File: src/rtl/cot_pkg.sv
`timescale 1ns/1ps
// Shared types for the constant on-time sequencer.
// Assumes the mode code is already synchronised by the pad logic.
package cot_pkg;
    typedef enum logic [1:0] {
        MODE_SHUT = 2'b00,
        MODE_DEM  = 2'b01,
        MODE_CCM  = 2'b10,
        MODE_BAD  = 2'b11
    } mode_e;

    typedef enum logic [2:0] {
        ST_IDLE,
        ST_DT_LS,
        ST_OFF,
        ST_DT_HS,
        ST_ON
    } seq_st_e;
endpackage

File: src/rtl/cot_mode_decode.sv
`timescale 1ns/1ps
// Decodes the two-bit mode code into a run enable and a diode-emulation flag.
// Assumes mode_code is stable for the cycle (sampled upstream).
module cot_mode_decode
    import cot_pkg::*;
(
    input  logic [1:0] mode_code,
    output logic       run_en,
    output logic       dem_en
);
    // Map each code to its operating mode; unused code falls back to shutdown.
    always_comb begin
        case (mode_e'(mode_code))
            MODE_DEM: begin run_en = 1'b1; dem_en = 1'b1; end
            MODE_CCM: begin run_en = 1'b1; dem_en = 1'b0; end
            default:  begin run_en = 1'b0; dem_en = 1'b0; end
        endcase
    end
endmodule

File: src/rtl/cot_oneshot.sv
`timescale 1ns/1ps
// Down-counting one-shot: load sets the count, done is high once it reaches zero.
// Assumes load_val = desired cycles minus one.
module cot_oneshot #(
    parameter int W = 8
) (
    input  logic         clk,
    input  logic         rst_n,
    input  logic         load,
    input  logic [W-1:0] load_val,
    output logic         done
);
    logic [W-1:0] cnt;

    // Load or count down toward zero, then rest there.
    always_ff @(posedge clk) begin
        if (!rst_n)          cnt <= '0;
        else if (load)       cnt <= load_val;
        else if (cnt != '0)  cnt <= cnt - W'(1);
    end

    assign done = (cnt == '0);

    // Without a load an expired one-shot stays expired (supports R4, R6 timing).
    p_rest_at_zero_r4: assert property (@(posedge clk) disable iff (!rst_n)
        (!load && done) |=> done);
endmodule

File: src/rtl/cot_pwm_seq.sv
`timescale 1ns/1ps
// Constant on-time PWM sequencer for a synchronous buck stage.
// Starts a cycle on fb_low after the minimum off-time, times the high-side
// pulse from ton_cycles, inserts dead time at both hand-overs, applies the
// valley current block and diode-emulation release, and honours overrides.
// Assumes all comparator inputs are synchronous to clk.
module cot_pwm_seq
    import cot_pkg::*;
#(
    parameter int TON_W    = 12,
    parameter int DT_CYC   = 6,
    parameter int TOFF_CYC = 80
) (
    input  logic             clk,
    input  logic             rst_n,
    input  logic [1:0]       mode_code,
    input  logic             fb_low,
    input  logic             valley_oc,
    input  logic             zero_cross,
    input  logic [TON_W-1:0] ton_cycles,
    input  logic             force_off,
    input  logic             force_ls_on,
    output logic             hs_drv,
    output logic             ls_drv
);
    localparam int DT_W  = $clog2(DT_CYC + 1);
    localparam int OFF_W = $clog2(TOFF_CYC + 1);
    localparam logic [DT_W-1:0]  DT_LOAD  = DT_W'(DT_CYC - 1);
    localparam logic [OFF_W-1:0] OFF_LOAD = OFF_W'(TOFF_CYC - 1);

    seq_st_e          st, st_n;
    logic             run_en, dem_en, run;
    logic             dt_ld, off_ld, on_ld;
    logic             dt_done, off_done, on_done;
    logic             zc_seen;
    logic [TON_W-1:0] on_val;

    cot_mode_decode u_mode (
        .mode_code (mode_code),
        .run_en    (run_en),
        .dem_en    (dem_en)
    );

    assign run    = run_en && !force_off && !force_ls_on;
    assign on_val = (ton_cycles == '0) ? '0 : ton_cycles - TON_W'(1);

    cot_oneshot #(.W(DT_W)) u_dead (
        .clk (clk), .rst_n (rst_n), .load (dt_ld), .load_val (DT_LOAD), .done (dt_done)
    );
    cot_oneshot #(.W(OFF_W)) u_minoff (
        .clk (clk), .rst_n (rst_n), .load (off_ld), .load_val (OFF_LOAD), .done (off_done)
    );
    cot_oneshot #(.W(TON_W)) u_ontime (
        .clk (clk), .rst_n (rst_n), .load (on_ld), .load_val (on_val), .done (on_done)
    );

    // Next-state and one-shot loads; any override or shutdown returns to idle.
    always_comb begin
        st_n   = st;
        dt_ld  = 1'b0;
        off_ld = 1'b0;
        on_ld  = 1'b0;
        if (!run) begin
            st_n = ST_IDLE;
        end else begin
            case (st)
                ST_IDLE: begin
                    st_n = ST_DT_LS; dt_ld = 1'b1; off_ld = 1'b1;
                end
                ST_DT_LS: if (dt_done) st_n = ST_OFF;
                ST_OFF: if (off_done && fb_low && !valley_oc) begin
                    st_n = ST_DT_HS; dt_ld = 1'b1;
                end
                ST_DT_HS: if (dt_done) begin
                    st_n = ST_ON; on_ld = 1'b1;
                end
                ST_ON: if (on_done) begin
                    st_n = ST_DT_LS; dt_ld = 1'b1; off_ld = 1'b1;
                end
                default: st_n = ST_IDLE;
            endcase
        end
    end

    // State register.
    always_ff @(posedge clk) begin
        if (!rst_n) st <= ST_IDLE;
        else        st <= st_n;
    end

    // Zero-cross latch: set in the off phase under diode emulation, cleared outside it.
    always_ff @(posedge clk) begin
        if (!rst_n)                               zc_seen <= 1'b0;
        else if (st != ST_OFF)                    zc_seen <= 1'b0;
        else if (dem_en && zero_cross)            zc_seen <= 1'b1;
    end

    assign hs_drv = run && (st == ST_ON);
    assign ls_drv = run_en && !force_off &&
                    (force_ls_on || ((st == ST_OFF) && !(dem_en && zc_seen)));

    // ---------------- assertions ----------------
    logic [OFF_W-1:0] hs_low_cnt;

    // Count high-side low cycles, saturating at the minimum off-time.
    always_ff @(posedge clk) begin
        if (!rst_n)                              hs_low_cnt <= '0;
        else if (hs_drv)                         hs_low_cnt <= '0;
        else if (hs_low_cnt != OFF_W'(TOFF_CYC)) hs_low_cnt <= hs_low_cnt + OFF_W'(1);
    end

    p_no_overlap_r12: assert property (@(posedge clk) disable iff (!rst_n)
        !(hs_drv && ls_drv));

    p_min_off_r6: assert property (@(posedge clk) disable iff (!rst_n)
        $rose(hs_drv) |-> (hs_low_cnt == OFF_W'(TOFF_CYC)));

    p_dead_before_hs_r3: assert property (@(posedge clk) disable iff (!rst_n)
        $rose(hs_drv) |-> ($past(st) == ST_DT_HS));

    p_oc_block_r7: assert property (@(posedge clk) disable iff (!rst_n)
        (st == ST_OFF && valley_oc) |=> (st != ST_DT_HS));

    p_force_idle_r10: assert property (@(posedge clk) disable iff (!rst_n)
        (force_off || force_ls_on) |=> (st == ST_IDLE));

    p_shut_idle_r2: assert property (@(posedge clk) disable iff (!rst_n)
        !run_en |=> (st == ST_IDLE));

    p_zc_release_r8: assert property (@(posedge clk) disable iff (!rst_n)
        (st == ST_OFF && $past(st == ST_OFF) && $past(dem_en && zero_cross)
         && dem_en && !force_ls_on) |-> !ls_drv);
endmodule

File: config.mk
export PLATFORM = sky130hd
export DESIGN_NAME = cot_pwm_seq
export DESIGN_NICKNAME = d
export VERILOG_FILES = /design/src/rtl/cot_pkg.sv /design/src/rtl/cot_mode_decode.sv /design/src/rtl/cot_oneshot.sv /design/src/rtl/cot_pwm_seq.sv
export SDC_FILE = /design/constraint.sdc
export NUM_CORES = 1
export LEC_CHECK = 0
export BUFFER_PORTS_ARGS = -buffer_cell sky130_fd_sc_hd__buf_2
export CORE_UTILIZATION = 30
export CTS_BUF_LIST = sky130_fd_sc_hd__clkbuf_4 sky130_fd_sc_hd__clkbuf_8 sky130_fd_sc_hd__clkbuf_16
export CTS_CLUSTER_DIAMETER = 120
export DETAILED_ROUTE_END_ITERATION = 12
export SYNTH_ARGS = -nofsm -noshare
export SYNTH_HDL_FRONTEND = slang
export SYNTH_SLANG_ARGS = --single-unit
export TNS_END_PERCENT = 1
File: constraint.sdc
create_clock -name clk -period 2.3 [get_ports clk]
set_input_delay 0.23 -clock clk [delete_from_list [all_inputs] [get_ports clk]]
set_output_delay 0.23 -clock clk [all_outputs]
set_load 0.01 [all_outputs]
* After elaboration in Yosys (flattened, before gate mapping)
Index checks and enable logic that the tools add are counted.
Word-level totals: register bits 26, word-level logic and storage cells 77, output and inout port bits 2
Cells by class: $add $sub $neg 4, mux-type cells 23, reduce and logical (&&, ||, !) cells 31, bitwise operators 1, equal/unequal tests 11
Operators by type and width (count):
- 12-bit two-way mux | 3
- 12-bit zero test | 2
- 12-bit by 1-bit subtractor with 12-bit output, second input constant | 2
- 3-bit two-way mux | 6
- 3-bit case mux with 5 select lines | 1
- 7-bit two-way mux | 2
- 12-bit nonzero test | 1
- 1-bit logical AND | 9
- 1-bit two-way mux | 9
- 2-bit inequality test, second input constant | 4
- 2-bit OR reduction | 4
- 7-bit zero test | 1
- 7-bit nonzero test | 1
- 7-bit by 1-bit subtractor with 7-bit output, second input constant | 1
- 3-bit by 2-bit equality test with 1-bit output, second input constant | 2
- 3-bit zero test | 2
- 2-bit nonzero test | 3
- 1-bit zero test | 4
- 4-bit AND reduction | 1
- 3-bit by 1-bit equality test with 1-bit output, second input constant | 1
- 3-bit equality test, second input constant | 1
- 3-bit by 2-bit inequality test with 1-bit output, second input constant | 1
- 1-bit case mux with 3 select lines | 1
- 3-bit nonzero test | 1
- other kinds (7) | 7

* Logic depth before layout (Yosys ltp)
depth in word-level cells 7, gate-level depth with buffers 9, gate-level depth less buffers 7

* Cells and area by module
From an unflattened synthesis, not the netlist that was laid out.
Second synthesis, totals: cell total of the unflattened synthesis 242, area, all modules 1889.3 um2
Modules (own cells, without submodules):
- cot_oneshot at u_ontime | instances 1, cells an instance 90, area an instance 703.2 um2
- cot_pwm_seq | instances 1, cells an instance 83, area an instance 549.3 um2
- cot_oneshot at u_minoff | instances 1, cells an instance 44, area an instance 411.6 um2
- cot_oneshot at u_dead | instances 1, cells an instance 22, area an instance 205.2 um2
- cot_mode_decode | instances 1, cells an instance 3, area an instance 20.0 um2

* Worst setup path before layout
OpenSTA, ideal clock, no wires.
kind input to register, start point in mode_code[1], end point reg u_ontime.cnt[3], cell stages on the path 7, data required time 2.176 ns, arrival 1.806 ns, library setup time 0.124 ns, slack 0.370 ns, path through inv_1 -> ha_1 -> or3_1 -> buf_2 -> o31ai_1 -> o22a_1 -> nor2_1
Between the ends: word-level cells in the longest chain between the ends 7, elaborated cells on any way between the ends 9, those cells by class eq/ne (2); mux (3); reduce/logical (4)
RTL lines:
- from (decl) | RTL line cot_pwm_seq.sv:16 | input logic [1:0] mode_code,
- 2-bit equality test or 2-bit by 1-bit equality test with 1-bit output (tied branches) | RTL line cot_mode_decode.sv:13 | case (mode_e'(mode_code))
- 2-bit OR reduction (no source line) (*)
- 1-bit two-way mux (*) | RTL line cot_mode_decode.sv:13
- 1-bit logical AND (*) (2 in series) | RTL line cot_pwm_seq.sv:44 | assign run = run_en && !force_off && !force_ls_on;
- 1-bit two-way mux (*) | RTL line cot_pwm_seq.sv:63 | if (!run) begin
- 12-bit two-way mux or 2-bit nonzero test (tied branches)
- to (signal assigned) | RTL line cot_oneshot.sv:18 | else if (load) cnt <= load_val;
- to (signal assigned) | RTL line cot_oneshot.sv:19 | else if (cnt != '0) cnt <= cnt - W'(1);
- to (decl) | RTL line cot_oneshot.sv:13 | logic [W-1:0] cnt;
Every way passes the cells marked *; elsewhere a longest branch is shown, timed or not. A chain may end at the register's enable or synchronous reset.

* Final worst setup path
start point reg u_ontime.cnt[0], end point reg u_dead.cnt[1]
Between the ends: word-level cells in the longest chain between the ends 5
RTL lines:
- 12-bit zero test | RTL line cot_oneshot.sv:22 | assign done = (cnt == '0);
- 1-bit two-way mux | RTL line cot_pwm_seq.sv:77 | ST_ON: if (on_done) begin
- 1-bit case mux with 3 select lines | RTL line cot_pwm_seq.sv:66 | case (st)
- 1-bit two-way mux | RTL line cot_pwm_seq.sv:63
- 2-bit OR reduction (no source line)
- to (signal assigned) | RTL line cot_oneshot.sv:18
- to (signal assigned) | RTL line cot_oneshot.sv:19
- to (decl) | RTL line cot_oneshot.sv:13
No other way between the ends.

==> reports/qor.yml <==
grtUsageTotal_pct: 13.17
leakage_uw: 0.0007691
cp_max_fo: 4
synth_largest_area_cell: "dfxtp_1"
period_needed_ps: 1897
max_slew_margin_pct: 53.32
dpl.hpwl_mm: 2.668
path_cells: "inv_1 > ha_1 > nor2b_1 > and4b_1 > o21ai_0 > a21oi_1 > a2111oi_0"
cp_slowest_cell: "dfxtp_1"
synthFlopType: "dfxtp_1"
clk_latency_ps: 280
num_vias: 1394
post_cts_buffers: 0
cts.sinks: 26
worst_pin_slew_ps: 697.9
fp-row-count: 26
antenna_found_initial: 0
drt-total-wl_mm: 3.502
drc_errors: 0
layout-drive-gt1-share_pct: 20.00
fp.coreArea_um2: 5270
critPathKind: "flop to flop"
cts_tree: "done"
yosysUniqueCellTypes: 41
hp-class: "input port to flop"
die_w_um: 77.04
r2r-end: "u_dead.cnt[1]"
ys_seq_elements: 26
netlist_area_um2: 1689
design.portCount: 23
fin_crit_sh_pct: 82.49
viasPerCell: 4.807
total_power_uw: 2486
grt_pass1_wl_mm: 6.334
reg2reg_depth: 7
cts_root_buffer: "clkbuf_8"
drv_slew: 0
portBuffers: 22
clockBufferDepth: 2
max_freq_ghz: 0.5271
worst-path-buf-inv: 1
max_cap_violations: 0
start_kind: "flop"
fin_tns_setup_ps: 0
grt-ovfl-total: 0
cp-endpoint: "u_dead.cnt[1]"
min_path_cells: 2
pwr_density_cell_nw_per_um2: 1267
grt_setup_unrepaired: "false"
drtAntennaViolNets: 0
peakVddDrop_mv: 0.3222
start_util_pct: 32.05
grt_pass1_vias: 1357
syn_avg_cell_area_um2: 8.844
seq_area_frac_synth_pct: 30.81
fin_skew_ps: 6.383
finalSetupViolCount: 0
cp_data_arrival_time_ps: 2070
die_h_um: 77.04
cp.depth: 7
end_kind: "flop"
final_nets: 251
cts.repair.resized: 0
drt-initial-drc-count: 55
hold_buffers: 0
grt_max_degree: 19
path_delay_family: "compound AO/OA/AOI/OAI gates"
run_status: "completed"
synth_edf_count: 0
final_hold_viol_count: 0
r2r-start: "u_ontime.cnt[0]"
cpPeakStageDelay_ps: 410
yosys_warnings: 0
crit_start: "u_ontime.cnt[0]"
dr.pass1.iters: 4
clkTransAtPathRegs_ps: 100
place_congestion: 0.7485
critPathRequiredTime_ps: 2480
dieArea_um2: 5934
synthTopCellsByArea: "dfxtp_1, xnor2_1, ha_1"
cts_buffers: 3
synthCells: 191
reg2reg_slack_ps: 400
h-tree-depth: 1
nFillCells: 567
area_growth_pct: 16.15
n_antenna_cell: 0
synth_top_area_share_pct: 30.81
wire_per_inst_um: 12.08
syn_nets: 221
async_reset_ff_share_pct: 0
## layout by cell type, fill, tap and decap left out, drive strengths merged
cell,synthesis,layout
buf,2,28
dfxtp,26,26
nor2,24,24
xnor2,15,15
inv,12,12
xor2,12,12
nand2,10,10
nor3,10,10
ha,9,9
o22a,8,8
nor4,7,7
o21ai,6,6
a21oi,5,5
or3,4,4
nand3b,4,4
clkbuf,0,4
nand2b,4,4
or4,4,4
o21a,3,3
or2,3,3
nand4b,3,3
o32ai,3,3
mux2,2,2
nand3,2,2
clkinv,1,1
nor2b,1,1
and4b,1,1
a2111oi,1,1
o41ai,1,1
a211oi,1,1
and3b,1,1
o211ai,1,1
o31ai,1,1
nor3b,1,1
a31oi,1,1
nor4b,1,1
## synth_stat cells (4+ instances only)
library cell	number
a21oi_1	5
dfxtp_1	26
ha_1	9
inv_1	12
nand2_1	10
nand3b_1	4
nor2_1	24
nor3_1	9
nor4_1	5
o21ai_0	6
o22a_1	8
or3_1	4
xnor2_1	15
xor2_1	12
## routing by layer
| layer | global-route usage (%) | vias up | routed length, um |
|---|---|---|---|
| li1 | - | 740 | - |
| met1 | 18.33 | 635 | 1742 |
| met2 | 20.98 | 15 | 1647 |
| met3 | 1.429 | 4 | 57 |
| met4 | 4.528 | 0 | 54 |
| met5 | 0 | - | 0 |
## state kept, by name (all words and copies together) (netlist names)
register	flops
st	3
u_dead.cnt	3
u_minoff.cnt	7
u_ontime.cnt	12
zc_seen	1
## metrics by stage
step                util [%]  cells  area, um2  hold slack, ps  worst slack (ps)
floorplan                  -    191       1689           347.5             370.1
finish                 37.23    290       1962           240.4             402.8
global route           37.23    290       1962           238.9             198.4
detailed placement     36.18    286       1907           501.6             197.4
CTS                    37.23    290       1962           245.1             368.6
global placement       36.18    286       1907           483.7             214.4
## how the worst min path moves through the flow
stage                from       endpoint  slack, ps
floorplan           rst_n  u_dead.cnt[0]        350
global placement    st[2]          st[0]        480
detailed placement  st[2]          st[0]        500
CTS                 rst_n  u_dead.cnt[2]        250
global route        rst_n  u_dead.cnt[2]        240
finish              rst_n  u_dead.cnt[2]        240
## report_power, final
| group | switching [uW] | internal, uW | leakage (uW) |
|---|---|---|---|
| clock | 162 | 154 | 0.0000288 |
| sequential | 177 | 627 | 0.000214 |
| combinational | 634 | 733 | 0.000526 |
## final cells by class
cell class | count | area [um2] | area share (%)
multi-input cells | 149 | 1095 | 55.80
flip-flops and latches | 26 | 520.5 | 26.53
repair buffers | 28 | 155.1 | 7.908
well taps | 70 | 87.58 | 4.464
clock buffers | 4 | 55.05 | 2.806
inverters | 13 | 48.80 | 2.487
## cell families after synthesis
kind of cell / count (synthesis) / synth area share (%)
simple gates: 80 / 28.67
compound gates: 31 / 14.15
xor+xnor: 27 / 14.00
flops: 26 / 30.81
buf+inv: 16 / 4.370
fa+ha+maj: 9 / 6.667
mux: 2 / 1.333
Power figures use the tool's default switching activity.
